`src/rtl/synth_pkg.sv`:
```
package synth_pkg;
    localparam int A_W    = 7;
    localparam int N_W    = 10;
    localparam int WORD_W = A_W + N_W;

    typedef struct packed {
        logic [N_W-1:0] n;
        logic [A_W-1:0] a;
    } div_word_t;

    localparam div_word_t RESET_WORD = '{n: N_W'(1), a: '0};

    function automatic logic word_ok(div_word_t w);
        return (w.n != '0) && (w.n >= {{(N_W-A_W){1'b0}}, w.a});
    endfunction
endpackage

```
`src/rtl/synth_ser_loader.sv`:
```
module synth_ser_loader import synth_pkg::*; (
    input  logic      clk,
    input  logic      rst,
    input  logic      ser_clk,
    input  logic      ser_data,
    input  logic      ser_stb,
    output div_word_t word,
    output logic      load
);
    logic              sclk_q, stb_q;
    logic [WORD_W-1:0] shreg;

    always_ff @(posedge clk) begin
        if (rst) begin
            sclk_q <= 1'b0;
            stb_q  <= 1'b0;
            shreg  <= '0;
            word   <= RESET_WORD;
            load   <= 1'b0;
        end else begin
            sclk_q <= ser_clk;
            stb_q  <= ser_stb;
            load   <= 1'b0;
            if (ser_clk && !sclk_q)
                shreg <= {shreg[WORD_W-2:0], ser_data};
            if (ser_stb && !stb_q && word_ok(div_word_t'(shreg))) begin
                word <= div_word_t'(shreg);
                load <= 1'b1;
            end
        end
    end
endmodule

```
`src/rtl/synth_ref_div.sv`:
```
module synth_ref_div #(
    parameter int COARSE_DIV = 128,
    parameter int FINE_DIV   = 1024,
    parameter int POST_DIV   = 10
) (
    input  logic clk,
    input  logic rst,
    input  logic load,
    input  logic step_fine,
    output logic tick
);
    localparam int MAXD = (FINE_DIV > COARSE_DIV) ? FINE_DIV : COARSE_DIV;
    localparam int C1_W = $clog2(MAXD);
    localparam int C2_W = $clog2(POST_DIV);

    logic [C1_W-1:0] c1, lim1;
    logic [C2_W-1:0] c2;

    assign lim1 = step_fine ? C1_W'(FINE_DIV - 1) : C1_W'(COARSE_DIV - 1);

    always_ff @(posedge clk) begin
        if (rst || load) begin
            c1   <= '0;
            c2   <= '0;
            tick <= 1'b0;
        end else begin
            tick <= 1'b0;
            if (c1 >= lim1) begin
                c1 <= '0;
                if (step_fine) begin
                    tick <= 1'b1;
                end else if (c2 >= C2_W'(POST_DIV - 1)) begin
                    c2   <= '0;
                    tick <= 1'b1;
                end else begin
                    c2 <= c2 + 1'b1;
                end
            end else begin
                c1 <= c1 + 1'b1;
            end
        end
    end
endmodule

```
`src/rtl/synth_swallow.sv`:
```
module synth_swallow import synth_pkg::*; (
    input  logic      clk,
    input  logic      rst,
    input  logic      load,
    input  logic      pre_in,
    input  div_word_t word,
    output logic      mod_hi,
    output logic      frame_tick
);
    logic           pre_q;
    logic [N_W-1:0] cnt;
    logic           pre_edge, last;

    assign pre_edge = pre_in && !pre_q;
    assign last     = ({1'b0, cnt} + 1'b1) >= {1'b0, word.n};
    assign mod_hi   = cnt < {{(N_W-A_W){1'b0}}, word.a};

    always_ff @(posedge clk) begin
        if (rst) begin
            pre_q      <= 1'b0;
            cnt        <= '0;
            frame_tick <= 1'b0;
        end else begin
            pre_q      <= pre_in;
            frame_tick <= 1'b0;
            if (load) begin
                cnt <= '0;
            end else if (pre_edge) begin
                if (last) begin
                    cnt        <= '0;
                    frame_tick <= 1'b1;
                end else begin
                    cnt <= cnt + 1'b1;
                end
            end
        end
    end
endmodule

```
`src/rtl/synth_pfd_lock.sv`:
```
module synth_pfd_lock #(
    parameter int TH_W         = 8,
    parameter int LOCK_PERIODS = 8
) (
    input  logic            clk,
    input  logic            rst,
    input  logic            load,
    input  logic            ref_tick,
    input  logic            var_tick,
    input  logic [TH_W-1:0] thresh,
    output logic            up,
    output logic            dn,
    output logic            locked
);
    localparam int G_W = $clog2(LOCK_PERIODS + 1);

    logic            up_n, dn_n, active, over, bad;
    logic [TH_W:0]   run;
    logic [G_W-1:0]  good;

    assign up_n   = up | ref_tick;
    assign dn_n   = dn | var_tick;
    assign active = up | dn;
    assign over   = active && (run >= {1'b0, thresh});

    always_ff @(posedge clk) begin
        if (rst || load) begin
            up <= 1'b0;
            dn <= 1'b0;
        end else if (up_n && dn_n) begin
            up <= 1'b0;
            dn <= 1'b0;
        end else begin
            up <= up_n;
            dn <= dn_n;
        end
    end

    always_ff @(posedge clk) begin
        if (rst || load) begin
            run    <= '0;
            good   <= '0;
            bad    <= 1'b0;
            locked <= 1'b0;
        end else begin
            run <= active ? ((&run) ? run : run + 1'b1) : '0;
            if (over) begin
                locked <= 1'b0;
                good   <= '0;
                bad    <= !ref_tick;
            end else if (ref_tick) begin
                bad <= 1'b0;
                if (bad) begin
                    good <= '0;
                end else begin
                    if (good != G_W'(LOCK_PERIODS))
                        good <= good + 1'b1;
                    locked <= (good + 1'b1) >= G_W'(LOCK_PERIODS);
                end
            end
        end
    end
endmodule

```
`src/rtl/synth_divider_core.sv`:
```
module synth_divider_core import synth_pkg::*; #(
    parameter int TH_W         = 8,
    parameter int LOCK_PERIODS = 8,
    parameter int COARSE_DIV   = 128,
    parameter int FINE_DIV     = 1024,
    parameter int POST_DIV     = 10
) (
    input  logic            clk,
    input  logic            rst,
    input  logic            ser_clk,
    input  logic            ser_data,
    input  logic            ser_stb,
    input  logic            step_fine,
    input  logic            pre_in,
    input  logic [TH_W-1:0] lock_thresh,
    output logic            mod_hi,
    output logic            frame_tick,
    output logic            ref_tick,
    output logic            pfd_up,
    output logic            pfd_dn,
    output logic            locked
);
    div_word_t word;
    logic      ld_pulse;

    synth_ser_loader u_loader (
        .clk(clk), .rst(rst), .ser_clk(ser_clk), .ser_data(ser_data),
        .ser_stb(ser_stb), .word(word), .load(ld_pulse)
    );

    synth_ref_div #(
        .COARSE_DIV(COARSE_DIV), .FINE_DIV(FINE_DIV), .POST_DIV(POST_DIV)
    ) u_ref (
        .clk(clk), .rst(rst), .load(ld_pulse), .step_fine(step_fine),
        .tick(ref_tick)
    );

    synth_swallow u_swallow (
        .clk(clk), .rst(rst), .load(ld_pulse), .pre_in(pre_in),
        .word(word), .mod_hi(mod_hi), .frame_tick(frame_tick)
    );

    synth_pfd_lock #(
        .TH_W(TH_W), .LOCK_PERIODS(LOCK_PERIODS)
    ) u_pfd (
        .clk(clk), .rst(rst), .load(ld_pulse), .ref_tick(ref_tick),
        .var_tick(frame_tick), .thresh(lock_thresh),
        .up(pfd_up), .dn(pfd_dn), .locked(locked)
    );
endmodule

```
`config.mk`:
```
export PLATFORM = sky130hd
export DESIGN_NAME = synth_divider_core
export DESIGN_NICKNAME = d
export VERILOG_FILES = /design/src/rtl/synth_pkg.sv /design/src/rtl/synth_ser_loader.sv /design/src/rtl/synth_ref_div.sv /design/src/rtl/synth_swallow.sv /design/src/rtl/synth_pfd_lock.sv /design/src/rtl/synth_divider_core.sv
export SDC_FILE = /design/constraint.sdc
export NUM_CORES = 1
export LEC_CHECK = 0
export ABC_AREA = 1
export BUFFER_PORTS_ARGS = -buffer_cell sky130_fd_sc_hd__buf_4
export CORE_ASPECT_RATIO = 1.5
export CORE_MARGIN = 2
export CORE_UTILIZATION = 50
export DETAILED_ROUTE_END_ITERATION = 7
export HOLD_SLACK_MARGIN = 0.12
export MAX_ROUTING_LAYER = met4
export PLACE_DENSITY = 0.73
export SYNTH_ARGS = -nofsm -noshare
export SYNTH_HDL_FRONTEND = slang
export SYNTH_SLANG_ARGS = --single-unit
export TNS_END_PERCENT = 30
```
`constraint.sdc`:
```
create_clock -name clk -period 2.13 [get_ports clk]
set_input_delay 0.213 -clock clk [delete_from_list [all_inputs] [get_ports clk]]
set_output_delay 0.213 -clock clk [all_outputs]
set_load 0.02 [all_outputs]
```
* After elaboration in Yosys (flattened, before gate mapping) *
Cells that the tools add are included.

storage, ports and cells
  bits in read-only memories = 0
  register bits after elaboration = 81
  word-level logic and storage cells = 77
  memories kept = 0
  bits in latches = 0
  RAM bits = 0

cells by class
  order comparisons = 7
  shifts and indexed selects = 0
  multiplexer cells = 11
  reduce and logical (&&, ||, !) cells = 26
  multiply operators = 0
  bitwise gates (word level) = 8
  eq/ne operators = 1
  divide/modulo/power cells = 0
  $add $sub $neg = 6

operators with widths
  cell                   count
  $add 10x1->10 const B  2
  $mux 10                2
  $mux 4                 3
  $reduce_or 2->1        6
  $add 10x1->11 const B  1
  $ge 11x10->1           1
  $ge 10x10->1           1
  $ge 10x7->1            1
  $lt 10x7->1            1
  $reduce_bool 10->1     1
  $add 9x1->9 const B    1
  $ge 9x8->1             1
  $reduce_and 9->1       1
  $add 4x1->4 const B    2
  $ge 4x4->1 const B     2
  $logic_and 1x1->1      7
  $mux 1                 6
  $reduce_and 2->1       3
  $not 1->1              5
  $logic_not 1->1        4
  $ne 4x4->1 const B     1
  $reduce_bool 2->1      2
  $or 1x1->1             3
  $reduce_or 3->1        1
  $logic_or 1x1->1       1

* Logic depth before layout (Yosys ltp) *
Gate-level depths: netlist of the first run.

  depth after elaboration = 4
  mapped depth = 17

* Hierarchy *
From an unflattened synthesis of the first run, not the netlist that was laid out.

second synthesis, totals
  cell total of the unflattened synthesis = 659
  area, all modules = 4739.5 um^2

modules (own cells, without submodules)
  module            sequential area each (um^2)  cells an instance  times used  area an instance (um^2)
  synth_ser_loader  740.7                        213                1           1665.3
  synth_swallow     240.2                        183                1           1159.9
  synth_pfd_lock    340.3                        158                1           1114.8
  synth_ref_div     300.3                        105                1           799.5

* Worst setup path after synthesis of the first run *
Ideal clock, no wire load.

  path kind = reg-to-reg
  start point = register u_swallow.cnt[0]
  end point = register u_swallow.cnt[1]
  path slack = -90 ps
  arrival time = 2150 ps
  buffers on the path = 1
  stages on the path, launching flop included = 17
  path through = dfxtp_1 > ha_1 > nand3_1 > nor2_2 > xor2_1 > inv_1 > ha_1 > nand2_1 > inv_1 > a21oi_1 > nand2_1 > nand2_1 > nand2_1 > nand2_1 > buf_2 > nand3_1 > a21oi_1

between the ends
  word-level cells in the longest chain between the ends = 3

RTL lines
  element                   line                 source
  start: declaration        synth_swallow.sv:11  logic [N_W-1:0] cnt;
  start signal: assignment  synth_swallow.sv:33  cnt <= cnt + 1'b1;
  $add 10x1->11             synth_swallow.sv:15  assign last = ({1'b0, cnt} + 1'b1) >= {1'b0, word.n};
  $ge 11x10->1              synth_swallow.sv:15
  $mux 10 *                 synth_swallow.sv:29  if (last) begin

Mark *: on every way between the ends. The rest lies on a longest branch, timed or not.
A chain may end at the register's enable or synchronous reset.

* Worst setup path in the final report of the first run *
  start point = register u_swallow.cnt[1]
  end point = register u_swallow.cnt[1]

Same word-level chain as after synthesis.

==> run_results.csv, run 1 <==
group,metric,value,unit
run_status,status,"complete, but fails checks",
run_status,violations,"setup timing",
sta,tightestPinTransition,675,ps
power,ir_drop,0.585,mV
place,place_congestion,0.910,
layout,utilization,61.5,%
routing,via_count,3983,
synthesis,yosys_warnings,0,
floorplan,rows,42,
sta,hold_ws,130,ps
layout,nNetsFinal,706,
sta,setup_violations,11,
routing,drcViolationCount,0,
global_routing,grt_first_pass_wirelength,16800,microns
layout,area_growth,21.3,%
floorplan,core,0.00872,sq mm
global_routing,track_usage,22.5,%
sta,hold_violations,0,
floorplan,floorplan.initialDensity,50.7,%
synthesis,ys_async_sr_fraction,0,%
floorplan,chipHeight,119,microns
floorplan,dieArea,0.00964,sq mm
place,place.port_buffers,20,
synthesis,yosysSeqAreaShare,36.6,%
worst_hold_path,min_path_type,"input port to flop",
sta,max-slew-margin-rel,54.9,%
clock_network,path_clk_slew,60,ps
routing,drt-pass1-iter-count,5,
clock_network,cts.path.max_buffers,2,
place,dp_slack,-85.8,ps
synthesis,netlist_area,0.00443,sq mm
layout,final_area,0.00537,sq mm
clock_network,cts_max_level,3,
global_routing,first_global_vias,4042,
power,p_leak,2.35,nW
synthesis,synth_cells,606,
sta,finClkSkew,5.42,ps
worst_setup_path,startpoint_type,"flop",
sta,min_period,2250,ps
clock_network,cts_sinks,81,
routing,route.antenna.remaining_nets,0,
routing,vias_per_cell,5.23,
sta,worst_slack,-116,ps
place,dp_hpwl,6960,microns
layout,antenna_cells,0,
synthesis,synth_ff_type,"dfxtp_1",
power,total_power,3.88,mW
synthesis,ys_ff_latch,81,
global_routing,antenna_found_initial,0,
clock_network,numCtsBuffers,9,
synthesis,syn_nets,664,
power,power.density,723,mW/mm^2
worst_setup_path,cp_max_fo,6,
clock_network,clk_latency,340,ps
worst_setup_path,cp-end-kind,"flop",
routing,drt_wl_total,10000,microns
worst_setup_path,path_class,"flop to flop",
routing,drtIter0Drc,240,
run,max-cap-violations,0,
worst_setup_path,crit_required,2390,ps
synthesis,postSynthAreaPerCell,7.30,sq um
global_routing,grt_max_degree,29,
sta,period_share,105,%
routing,post_drt_wl_per_cell,13.1,microns
sta,slew_viol_final,0,
clock_network,cts_root_buf,"clkbuf_16",
floorplan,dieWidth,80.8,microns
place,dpl_cell_area,0.00477,sq mm
global_routing,overflow,0,
worst_setup_path,crit_arrival,2500,ps
sta,rsz0062_at_grt,"yes",
synthesis,synth_cell_type_count,40,
clock_network,cts_tree,"built",
layout,drive_gt1_share,20.4,%
floorplan,ios,21,
synthesis,synth-edff-count,0,
layout,fillers,789,
sta,max_freq,445,MHz
-- cells in the mapped netlist (6+ instances only) --
master,n,share of area [%]
dfxtp_1,81,37
nand2_1,97,8.2
o21ai_2,6,1.2
o21ai_0,36,4.1
a21oi_1,50,5.7
ha_1,43,12
clkbuf_1,7,0.59
nand4_1,8,1.1
nor2_1,77,6.5
xor2_1,11,2.2
nor2_2,8,1.1
nor3_1,8,0.90
inv_1,97,8.2
nand3_1,33,3.7
-- metal layers --
| metal | share of wire [%] | wire, microns | global-route usage [%] | vias up |
|---|---|---|---|---|
| li1 | - | - | - | 2018 |
| met1 | 39 | 3880 | 22.2 | 1829 |
| met2 | 53 | 5340 | 40.0 | 92 |
| met3 | 2.6 | 257 | 4.02 | 44 |
| met4 | 5.2 | 522 | 12.8 | 0 |
| met5 | 0 | 0 | - | - |
-- sequential cells by signal, indices dropped and copies added (netlist names), 4 cells and up --
signal / cells
u_loader.shreg: 17
u_loader.word: 17
u_pfd.good: 4
u_pfd.run: 9
u_ref.c1: 10
u_ref.c2: 4
u_swallow.cnt: 10
-- repair_timing --
action                                  in CTS  in global routing
hold endpoints to repair                     3                  0
endpoints found under the setup margin      11                 11
hold buffers                                 3                  0
gates cloned                                 1                  1
resized for setup                           32                 22
buffers inserted                             2                  3
pin swaps                                   13                  3
-- metrics by stage --
step	setup TNS, ps	instances
6_report	-724	762
2_1_floorplan	0	606
5_1_grt	-2140	762
3_3_place_gp	-4.78	737
4_1_cts	-1.60	758
3_5_place_dp	-699	737
-- final timing paths --
kind                          from          endpoint  slack [ps]  depth (start not counted)
setup / recovery  u_swallow.cnt[1]  u_swallow.cnt[1]        -120                         16
hold / removal              pre_in   u_swallow.pre_q         130                          3
setup reg to reg  u_swallow.cnt[1]  u_swallow.cnt[1]        -120                         16
hold reg to reg        u_ref.c1[0]       u_ref.c1[0]         450                          1
-- area by class of cell --
cell class              instances  area, sq um  area share [%]
well taps                     110          138            2.56
flip-flops and latches         81         1630            30.3
multi-input cells             408         2550            47.5
clock inverters                 4         20.0           0.373
clock buffers                  11          243            4.52
inverters                     102          383            7.13
repair buffers                 46          405            7.55
-- cells in the final DEF (no fill, tap or decap), types with 2 or more instances in the layout --
master,count
a21oi_1,45
a21oi_2,6
buf_4,35
buf_6,6
clkbuf_16,10
clkinv_2,4
dfxtp_1,76
dfxtp_2,5
dlygate4sd3_1,3
ha_1,38
ha_4,5
inv_1,91
inv_2,11
nand2_1,89
nand2_2,10
nand2_4,4
nand3_1,25
nand3_2,5
nand3_4,3
nand3b_1,2
nand4_1,8
nor2_1,75
nor2_2,8
nor2_4,5
nor3_1,8
o21a_1,2
o21ai_0,36
o21ai_2,6
or2_2,2
xnor2_1,2
xor2_1,9
xor2_2,2
-- report_power, final --
| group | leakage, nW | switching (mW) | internal (mW) |
|---|---|---|---|
| registers | 0.663 | 0.0630 | 1.61 |
| logic | 1.55 | 0.463 | 0.371 |
| clock network | 0.135 | 0.571 | 0.805 |
| total | 2.35 | 1.10 | 2.78 |
-- logic make-up (layout without fill, tap and decap cells) --
logic type / count (synthesis) / count (layout) / share of synthesized area, %
buffers and inverters: 117 / 163 / 10.7
DFF: 81 / 81 / 36.6
and+or+nand+nor: 250 / 250 / 25.2
xor gates and xnor gates: 13 / 13 / 2.57
adders and majority gates: 43 / 43 / 12.2
AOI/OAI and AO/OA: 102 / 102 / 12.7
-- worst max-delay path, cell delays in order, from the launching register on --
cell     delay (ps)
dfxtp_2         360
buf_6           120
nand3_4          80
nor2_4          140
buf_6           120
nand4_1          80
nand2_1         140
inv_2            60
ha_4            210
nand2_1          60
inv_1            50
nand2_1          70
nand2_2          70
a31oi_4         190
buf_6           160
nand3_1         100
a21oi_1         150
Power figures use the tool's default switching activity.
==> run 2: changes to the inputs <==
--- a/config.mk
+++ b/config.mk
@@ -7,13 +7,14 @@
 export LEC_CHECK = 0
 export ABC_AREA = 1
 export BUFFER_PORTS_ARGS = -buffer_cell sky130_fd_sc_hd__buf_4
-export CORE_ASPECT_RATIO = 1.5
+export CORE_ASPECT_RATIO = 1.4
 export CORE_MARGIN = 2
 export CORE_UTILIZATION = 50
 export DETAILED_ROUTE_END_ITERATION = 7
 export HOLD_SLACK_MARGIN = 0.12
 export MAX_ROUTING_LAYER = met4
 export PLACE_DENSITY = 0.73
+export SETUP_SLACK_MARGIN = 0.05
 export SYNTH_ARGS = -nofsm -noshare
 export SYNTH_HDL_FRONTEND = slang
 export SYNTH_SLANG_ARGS = --single-unit
==> run_results.csv, run 2 (synthesis results as in run 1) <==
group,metric,value,unit
worst_setup_path,path_class,"flop to flop",
power,p_leak,2.45,nW
place,dpl_cell_area,0.00482,sq mm
layout,area_growth,25.6,%
layout,final_area,0.00556,sq mm
run,max-cap-violations,0,
worst_setup_path,cp_max_fo,8,
place,dp_slack,-101,ps
worst_hold_path,min_path_type,"input port to flop",
routing,vias_per_cell,5.29,
layout,fillers,699,
sta,setup_violations,11,
worst_setup_path,cp-end-kind,"flop",
sta,worst_slack,-207,ps
layout,reg_top3,"u_loader.shreg: 17 flops, u_loader.word: 17 flops",
clock_network,numCtsBuffers,9,
clock_network,cts_tree,"built",
worst_hold_path,hold_start,"pre_in",
run_status,status,"complete, but fails checks",
routing,drt-pass1-iter-count,4,
global_routing,antenna_found_initial,0,
power,power.density,752,mW/mm^2
layout,final_common_cell,"inv_1",
routing,route.antenna.remaining_nets,0,
worst_setup_path,rrSetupSlack,-210,ps
floorplan,ios,21,
worst_setup_path,crit_required,2390,ps
worst_setup_path,startpoint_type,"flop",
sta,fin_setup_tns,-1880,ps
layout,drive_gt1_share,23.1,%
global_routing,grt_max_degree,31,
layout,antenna_cells,0,
floorplan,dieWidth,83.5,microns
worst_setup_path,max_stage_delay,360,ps
layout,finalNonFillerCells,768,
sta,period_share,110,%
routing,drcViolationCount,0,
global_routing,grt_first_pass_wirelength,16600,microns
worst_setup_path,crit_family,"simple AND/OR/NAND/NOR gates",
global_routing,overflow,0,
clock_network,cts_root_buf,"clkbuf_16",
global_routing,track_usage,21.7,%
floorplan,dieArea,0.00963,sq mm
sta,rsz0062_at_grt,"yes",
routing,post_drt_wl_per_cell,13.5,microns
global_routing,first_global_vias,3875,
worst_setup_path,timing.rr.start,"u_swallow.cnt[1]",
sta,min_period,2340,ps
layout,utilization,64.6,%
power,total_power,4.18,mW
worst_hold_path,holdPathEnd,"u_swallow.pre_q",
sta,finClkSkew,5.80,ps
clock_network,clk_latency,330,ps
place,place_congestion,0.884,
place,place.port_buffers,20,
sta,max_freq,428,MHz
sta,hold_ws,133,ps
floorplan,floorplan.initialDensity,51.4,%
worst_setup_path,r2r-end,"u_swallow.cnt[5]",
place,dp_hpwl,6800,microns
worst_setup_path,cpMaxStageDelayCell,"dfxtp_2",
sta,tightestPinTransition,693,ps
routing,drtIter0Drc,206,
place,dp.cells,736,
floorplan,core,0.00861,sq mm
layout,final_cell_mix,"inv_1 (93), nand2_1 (86), dfxtp_1 (77)",
worst_setup_path,crit_cells,14,
sta,slew_viol_final,0,
run_status,violations,"setup timing",
clock_network,cts.path.max_buffers,2,
routing,via_count,4063,
worst_setup_path,ff2ff_path_depth,14,
routing,drt_wl_total,10400,microns
sta,max-slew-margin-rel,53.7,%
worst_setup_path,crit_arrival,2600,ps
clock_network,cts_sinks,81,
worst_setup_path,critPathBufInv,3,
floorplan,rows,40,
floorplan,chipHeight,115,microns
layout,nNetsFinal,716,
worst_hold_path,hold_depth,3,
clock_network,cts_max_level,3,
worst_setup_path,path_cells,"ha_4 > nand3_4 > nor2_4 > buf_6 > nand3_2 > nand2_2 > inv_2 > ha_4 > a21oi_1 > nand2_2 > a31oi_4 > buf_8 > nand3_1 > a21oi_1",
clock_network,path_clk_slew,60,ps
sta,hold_violations,0,
power,ir_drop,0.624,mV
run 2: cell count changes in the layout (fill, tap and decap cells not counted), moves of 2 or more:
cell	delta
buf_4	+9
a21oi_1	-4
a21oi_2	+4
nand3_1	-4
nand3_2	+4
nand2_1	-3
nand2_2	+3
bufinv_16	+2
dfxtp_2	-2
inv_1	+2
inv_2	-2
run 2: worst register-to-register path: stages, from the launching register on:
cell     delay [ps]
dfxtp_2         360
ha_4            160
nand3_4          90
nor2_4          180
buf_6           140
nand3_2          90
nand2_2         130
inv_2            60
ha_4            150
a21oi_1         230
nand2_2         100
a31oi_4         180
buf_8           170
nand3_1         100
a21oi_1         120
run 2: what timing repair did:
item                                    4_1_cts  5_1_grt
endpoints found under the setup margin       11       13
pin swaps                                    11       16
gates resized for setup                      24       38
hold endpoints to repair                      3        0
setup buffers                                 9        4
hold buffers                                  3        0
gates cloned                                  0        1
run 2: area by class of cell:
class,count,area (sq um),area share [%]
clock inverter,6,82.6,1.48
clock buffer,10,229,4.12
timing repair buffer,56,497,8.93
multi-input combinational,408,2610,46.9
sequential,81,1630,29.3
tap,105,131,2.36
inverter,102,383,6.88
run 2: report_power, final:
part           leakage [nW]  switching [mW]  internal [mW]
combinational          1.63           0.492          0.399
sequential            0.663          0.0637           1.61
clock                 0.152           0.603           1.02
total                  2.45            1.16           3.02
run 2: layer usage:
layer	wire length [microns]	share of wire [%]	vias to the layer above	GRT usage (%)
met5	0	0	-	-
li1	-	-	2039	-
met3	422	4.1	35	3.80
met4	417	4.0	0	10.8
met1	4030	39	1882	22.6
met2	5480	53	107	39.4
run 2: worst max path at each step:
stage / start / to
2_1_floorplan: u_swallow.cnt[1] / u_swallow.cnt[1]
3_3_place_gp: u_swallow.cnt[1] / u_swallow.cnt[4]
3_5_place_dp: u_swallow.cnt[1] / u_swallow.cnt[4]
4_1_cts: u_swallow.cnt[0] / u_swallow.cnt[4]
5_1_grt: u_swallow.cnt[6] / u_swallow.cnt[3]
6_report: u_swallow.cnt[1] / u_swallow.cnt[5]
